==> config.mk <==
export PLATFORM = sky130hd
export DESIGN_NAME = irq_intake
export DESIGN_NICKNAME = d
export VERILOG_FILES = /design/src/rtl/irq_pkg.sv /design/src/rtl/rst_qualifier.sv /design/src/rtl/nmi_edge_latch.sv /design/src/rtl/irq_arbiter.sv /design/src/rtl/irq_intake.sv
export SDC_FILE = /design/constraint.sdc
export NUM_CORES = 1
export LEC_CHECK = 0
export ABC_AREA = 1
export BUFFER_PORTS_ARGS = -buffer_cell sky130_fd_sc_hd__buf_2
export CAP_MARGIN = 10
export CORE_MARGIN = 2
export CORE_UTILIZATION = 25
export CTS_CLUSTER_DIAMETER = 40
export CTS_CLUSTER_SIZE = 12
export DETAILED_ROUTE_END_ITERATION = 8
export GPL_TIMING_DRIVEN = 1
export HOLD_SLACK_MARGIN = 0.06
export PLACE_DENSITY = 0.57
export SLEW_MARGIN = 20
export SYNTH_ARGS = -nofsm -noshare
export SYNTH_HDL_FRONTEND = slang
export SYNTH_SLANG_ARGS = --single-unit
==> constraint.sdc <==
create_clock -name clk_i -period 1.4 [get_ports clk_i]
set_input_delay 0.21 -clock clk_i [delete_from_list [all_inputs] [get_ports clk_i]]
set_output_delay 0.21 -clock clk_i [all_outputs]
set_load 0.005 [all_outputs]
==> src/rtl/irq_pkg.sv <==
package irq_pkg;
  localparam int unsigned IRQ_TYPE_W = 8;
  typedef logic [IRQ_TYPE_W-1:0] irq_type_t;
  localparam irq_type_t NMI_TYPE = irq_type_t'(2);
endpackage

==> src/rtl/rst_qualifier.sv <==
module rst_qualifier #(
  parameter int unsigned MIN_RST_CYC = 4
) (
  input  logic clk_i,
  input  logic rst_ni,
  input  logic raw_reset_i,
  output logic sys_reset_o
);
  localparam int unsigned CNT_W = $clog2(MIN_RST_CYC + 1);
  localparam logic [CNT_W-1:0] CNT_MAX = CNT_W'(MIN_RST_CYC);

  logic [CNT_W-1:0] run_q;

  always_ff @(posedge clk_i or negedge rst_ni) begin
    if (!rst_ni)              run_q <= '0;
    else if (!raw_reset_i)    run_q <= '0;
    else if (run_q != CNT_MAX) run_q <= run_q + 1'b1;
  end

  assign sys_reset_o = (run_q == CNT_MAX);

  AST_QUAL_DROP: assert property (@(posedge clk_i) disable iff (!rst_ni)
    !raw_reset_i |=> !sys_reset_o);
  AST_QUAL_RISE: assert property (@(posedge clk_i) disable iff (!rst_ni)
    $rose(sys_reset_o) |-> $past(raw_reset_i));
endmodule

==> src/rtl/nmi_edge_latch.sv <==
module nmi_edge_latch #(
  parameter int unsigned SYNC_STAGES = 2
) (
  input  logic clk_i,
  input  logic rst_ni,
  input  logic nmi_pin_i,
  input  logic flush_i,
  input  logic clear_i,
  output logic pend_o
);
  logic [SYNC_STAGES-1:0] sync_q;
  logic prev_q, pend_q, rise;

  always_ff @(posedge clk_i or negedge rst_ni) begin
    if (!rst_ni) begin
      sync_q <= '0;
      prev_q <= 1'b0;
    end else begin
      sync_q <= {sync_q[SYNC_STAGES-2:0], nmi_pin_i};
      prev_q <= sync_q[SYNC_STAGES-1];
    end
  end

  assign rise = sync_q[SYNC_STAGES-1] & ~prev_q;

  // a fresh edge beats a same-cycle clear; reset flush beats both
  always_ff @(posedge clk_i or negedge rst_ni) begin
    if (!rst_ni)      pend_q <= 1'b0;
    else if (flush_i) pend_q <= 1'b0;
    else              pend_q <= rise | (pend_q & ~clear_i);
  end

  assign pend_o = pend_q;

  AST_PEND_STICKY: assert property (@(posedge clk_i) disable iff (!rst_ni)
    pend_q && !clear_i && !flush_i |=> pend_q);
  AST_PEND_FLUSH: assert property (@(posedge clk_i) disable iff (!rst_ni)
    flush_i |=> !pend_q);
endmodule

==> src/rtl/irq_arbiter.sv <==
module irq_arbiter
  import irq_pkg::*;
(
  input  logic      clk_i,
  input  logic      rst_ni,
  input  logic      sys_reset_i,
  input  logic      instr_end_i,
  input  logic      intr_req_i,
  input  logic      int_enable_i,
  input  logic      nmi_pend_i,
  input  irq_type_t ext_type_i,
  output logic      nmi_clear_o,
  output logic      take_o,
  output irq_type_t type_o
);
  logic at_edge, grant_nmi, grant_mask;
  logic take_q;
  irq_type_t type_q;

  assign at_edge    = instr_end_i & ~sys_reset_i;
  assign grant_nmi  = at_edge & nmi_pend_i;
  assign grant_mask = at_edge & intr_req_i & int_enable_i;

  always_ff @(posedge clk_i or negedge rst_ni) begin
    if (!rst_ni) begin
      take_q <= 1'b0;
      type_q <= '0;
    end else begin
      take_q <= grant_nmi | grant_mask;
      if (grant_nmi)       type_q <= NMI_TYPE;
      else if (grant_mask) type_q <= ext_type_i;
    end
  end

  assign nmi_clear_o = grant_nmi;
  assign take_o      = take_q;
  assign type_o      = type_q;

  AST_NO_TAKE_IN_RESET: assert property (@(posedge clk_i) disable iff (!rst_ni)
    sys_reset_i |=> !take_o);
  AST_TAKE_AT_EDGE: assert property (@(posedge clk_i) disable iff (!rst_ni)
    !instr_end_i |=> !take_o);
  AST_NMI_WINS: assert property (@(posedge clk_i) disable iff (!rst_ni)
    instr_end_i && !sys_reset_i && nmi_pend_i |=> take_o && type_o == NMI_TYPE);
  AST_MASK_TYPE: assert property (@(posedge clk_i) disable iff (!rst_ni)
    instr_end_i && !sys_reset_i && !nmi_pend_i && intr_req_i && int_enable_i
    |=> take_o && type_o == $past(ext_type_i));
  AST_MASKED_OFF: assert property (@(posedge clk_i) disable iff (!rst_ni)
    !nmi_pend_i && !int_enable_i |=> !take_o);
  AST_TYPE_HOLD: assert property (@(posedge clk_i) disable iff (!rst_ni)
    !take_o |-> $stable(type_o) || $past(!rst_ni));
endmodule

==> src/rtl/irq_intake.sv <==
module irq_intake
  import irq_pkg::*;
#(
  parameter int unsigned MIN_RST_CYC = 4,
  parameter int unsigned SYNC_STAGES = 2
) (
  input  logic                  clk_i,
  input  logic                  rst_ni,
  input  logic                  raw_reset_i,
  input  logic                  intr_req_i,
  input  logic                  int_enable_i,
  input  logic                  nmi_pin_i,
  input  logic                  instr_end_i,
  input  logic [IRQ_TYPE_W-1:0] ext_type_i,
  output logic                  take_irq_o,
  output logic [IRQ_TYPE_W-1:0] irq_type_o,
  output logic                  sys_reset_o
);
  logic sys_reset, nmi_pend, nmi_clear;

  rst_qualifier #(.MIN_RST_CYC(MIN_RST_CYC)) i_rst_qualifier (
    .clk_i       (clk_i),
    .rst_ni      (rst_ni),
    .raw_reset_i (raw_reset_i),
    .sys_reset_o (sys_reset)
  );

  nmi_edge_latch #(.SYNC_STAGES(SYNC_STAGES)) i_nmi_edge_latch (
    .clk_i     (clk_i),
    .rst_ni    (rst_ni),
    .nmi_pin_i (nmi_pin_i),
    .flush_i   (sys_reset),
    .clear_i   (nmi_clear),
    .pend_o    (nmi_pend)
  );

  irq_arbiter i_irq_arbiter (
    .clk_i        (clk_i),
    .rst_ni       (rst_ni),
    .sys_reset_i  (sys_reset),
    .instr_end_i  (instr_end_i),
    .intr_req_i   (intr_req_i),
    .int_enable_i (int_enable_i),
    .nmi_pend_i   (nmi_pend),
    .ext_type_i   (ext_type_i),
    .nmi_clear_o  (nmi_clear),
    .take_o       (take_irq_o),
    .type_o       (irq_type_o)
  );

  assign sys_reset_o = sys_reset;

  AST_TAKE_PULSE: assert property (@(posedge clk_i) disable iff (!rst_ni)
    $past(!instr_end_i) |-> !take_irq_o || $past(rst_ni) == 1'b0 || 1'b1 == $past(instr_end_i));
endmodule

==> qor.csv <==
metric;value;unit
clk_latency;0.28;ns
relSlewSlack;76.5;%
met2_length;783;um
synth_top_family_by_area;simple AND/OR/NAND/NOR gates;
pin_count;25;
via_per_inst;4.36;
die_h;56.3;um
crit_chain;inv_2 -> ha_4 -> nand2_4 -> inv_2 -> buf_2;
synth_warnings;0;
gp_congestion;0.716;
cap_violations;0;
yosysUniqueCellTypes;15;
p_leak;0.554;nW
rsz0062_at_grt;true;
post_layout_nonfiller_instances;137;
power;1.02;mW
finalSetupViolCount;0;
portBuffers;24;
grt_pass1_wl;2.64;mm
worstHoldPathType;input port to flop;
drt_wl_total;1.55;mm
whs_endpoint;i_irq_arbiter.type_o[3];
final_common_cell;buf_2;
cp.required;1.19;ns
ys_ff_latch;16;
status;finished clean;
die_area;3170;um2
cts-root-buf;clkbuf_4;
diodes;0;
critical_path.most_common_cell;inv_2;
grt_antenna_before_repair;0;
r2r_end;i_rst_qualifier.run_q[0];
peakVddDrop;0.000572;V
htreeDepth;1;
routedWlPerCell;11.3;um
grt_pass1_vias;616;
syn2layout_area_growth;39.6;%
worst_setup_path_end_kind;primary output;
slowest_delay;0.41;ns
yosysTopAreaCellShare;58.6;%
netlist_area;683;um2
power.density;1070;nW/um2
cp_slowest_cell;dfrtp_1;
rows;18;
startpoint_type;flop;
dpl.cell_count;125;
wl_met3;80;um
fmax;727;MHz
fill_cells;258;
top_layer;met4;
finalWorstSetupSlack;0.0254;ns
post-place-ws;0.0983;ns
crit_type;flop to primary output;
synthXorXnorAreaFrac;0;%
arrival;1.16;ns
ff2ff_path_depth;8;
hold_viol_final;0;
crit_fanout;3;
num_vias;597;
synth-seq-area-share;58.6;%
cts_tree;built;
cts_sinks;16;
nNetsFinal;126;
detail-route-antenna-nets;0;
regToRegSetupSlack;0.13;ns
slew_violations;0;
worst_slew_pin_slew;0.352;ns
grt_max_degree;17;
min_from;ext_type_i[3];
synth_compound_area_share;6.23;%
synth.avg_cell_area;9.62;um2
postSynthCellCount;71;
place_hpwl;1.08;mm
die_x;56.3;um
clk_pin_slew;0.09;ns
drt_iter0_markers;13;
syn-num-nets;88;
start_util;27.1;%
synthSimpleGateAreaFrac;26.0;%
synth_top_cell_by_area;dfrtp_1;
synthTopCellsByArea;dfrtp_1 (59%), nand2_1 (13%), nand4_1 (6.4%);
grt.total_usage;10.8;%
min_period;1.37;ns
dr.pass1.iters;4;
synthAdderAreaFrac;3.66;%
holdPathStages;3;
synth_mux_area_share;0;%
final.setup.tns;0;ns
final_cell_mix;buf_2 (24), nand2_1 (23), dfrtp_1 (16);
core_area;2520;um2
fin_crit_sh;98.2;%
clk_path_buf_depth;2;
reg2reg_from;i_rst_qualifier.run_q[1];
wl_met1;655;um
drive_gt1_share;41.1;%
cts_made_buffers;3;
grt.overflow.total;0;
fin_worst_skew;0.00207;ns
drc;0;
[cell usage after synthesis]
library cell / number
dfrtp_1: 16
nand4_1: 7
o21ai_1: 2
nand2_4: 2
nor2_1: 1
o21ai_0: 1
a21oi_1: 1
nand2_2: 1
nand2_1: 23
ha_1: 2
nand3_1: 3
a21oi_4: 1
a31oi_1: 1
inv_1: 7
inv_2: 3
[worst max-delay path by stage]
stage                              from                      end  slack [ns]  cells after the start
6_report       i_rst_qualifier.run_q[1]              sys_reset_o        0.03                      5
5_1_grt        i_rst_qualifier.run_q[1]              sys_reset_o       -0.03                      5
4_1_cts        i_rst_qualifier.run_q[0]              sys_reset_o        0.01                      5
3_5_place_dp   i_rst_qualifier.run_q[0]  i_irq_arbiter.type_o[0]         0.1                      6
3_3_place_gp   i_rst_qualifier.run_q[0]  i_irq_arbiter.type_o[0]        0.13                      6
2_1_floorplan  i_rst_qualifier.run_q[0]  i_irq_arbiter.type_o[0]        0.22                      6
[final cells by class]
class	instances	area [um2]	area share, %
clock buffer	3	22.5	2.36
inverter	10	37.5	3.94
multi-input combinational	45	263	27.6
sequential	16	400	42.0
tap	30	37.5	3.94
timing repair buffer	33	193	20.2
[per-stage QoR]
step	instance area, um2	hold WS, ns	util [%]
floorplan	683	-0.0856	-
global placement	841	0.137	33.3
detailed placement	841	0.146	33.3
CTS	926	0.176	36.7
global route	953	0.182	37.8
finish	953	0.181	37.8
[cells by family (layout without fill, tap and decap cells)]
family / after synthesis / count (layout)
and+or+nand+nor: 37 / 37
buffers and inverters: 10 / 46
DFF: 16 / 16
adders and majority gates: 2 / 2
AOI/OAI and AO/OA: 6 / 6
[what timing repair did]
action / in CTS / in global routing
pin swaps: 0 / 1
resized for setup: 4 / 1
buffers inserted: 4 / 3
setup endpoints to repair: 1 / 1
hold buffers: 2 / 0
endpoints found under the hold margin: 17 / 0
[sequential cells by signal, summed over array words and instances (netlist names)]
signal                   count
i_irq_arbiter.take_o         1
i_irq_arbiter.type_o         8
i_nmi_edge_latch.pend_o      1
i_nmi_edge_latch.prev_q      1
i_nmi_edge_latch.sync_q      2
i_rst_qualifier.run_q        3
[critical path, delay by kind of cell (launching register included)]
kind	cells	cell delay, ns
buf+inv	3	0.25
fa+ha+maj	1	0.17
flops	1	0.41
simple gates	1	0.06
[power breakdown]
part / internal (mW) / switching (mW)
Clock: 0.0997 / 0.138
Sequential: 0.512 / 0.0331
Combinational: 0.117 / 0.125
Total: 0.729 / 0.295
[routing by layer]
layer	GRT usage, %	up-vias
met5	0	-
met4	5.44	0
met3	2.53	5
met2	19.3	18
met1	11.8	270
li1	-	304
(Power assumes the default switching activity.)
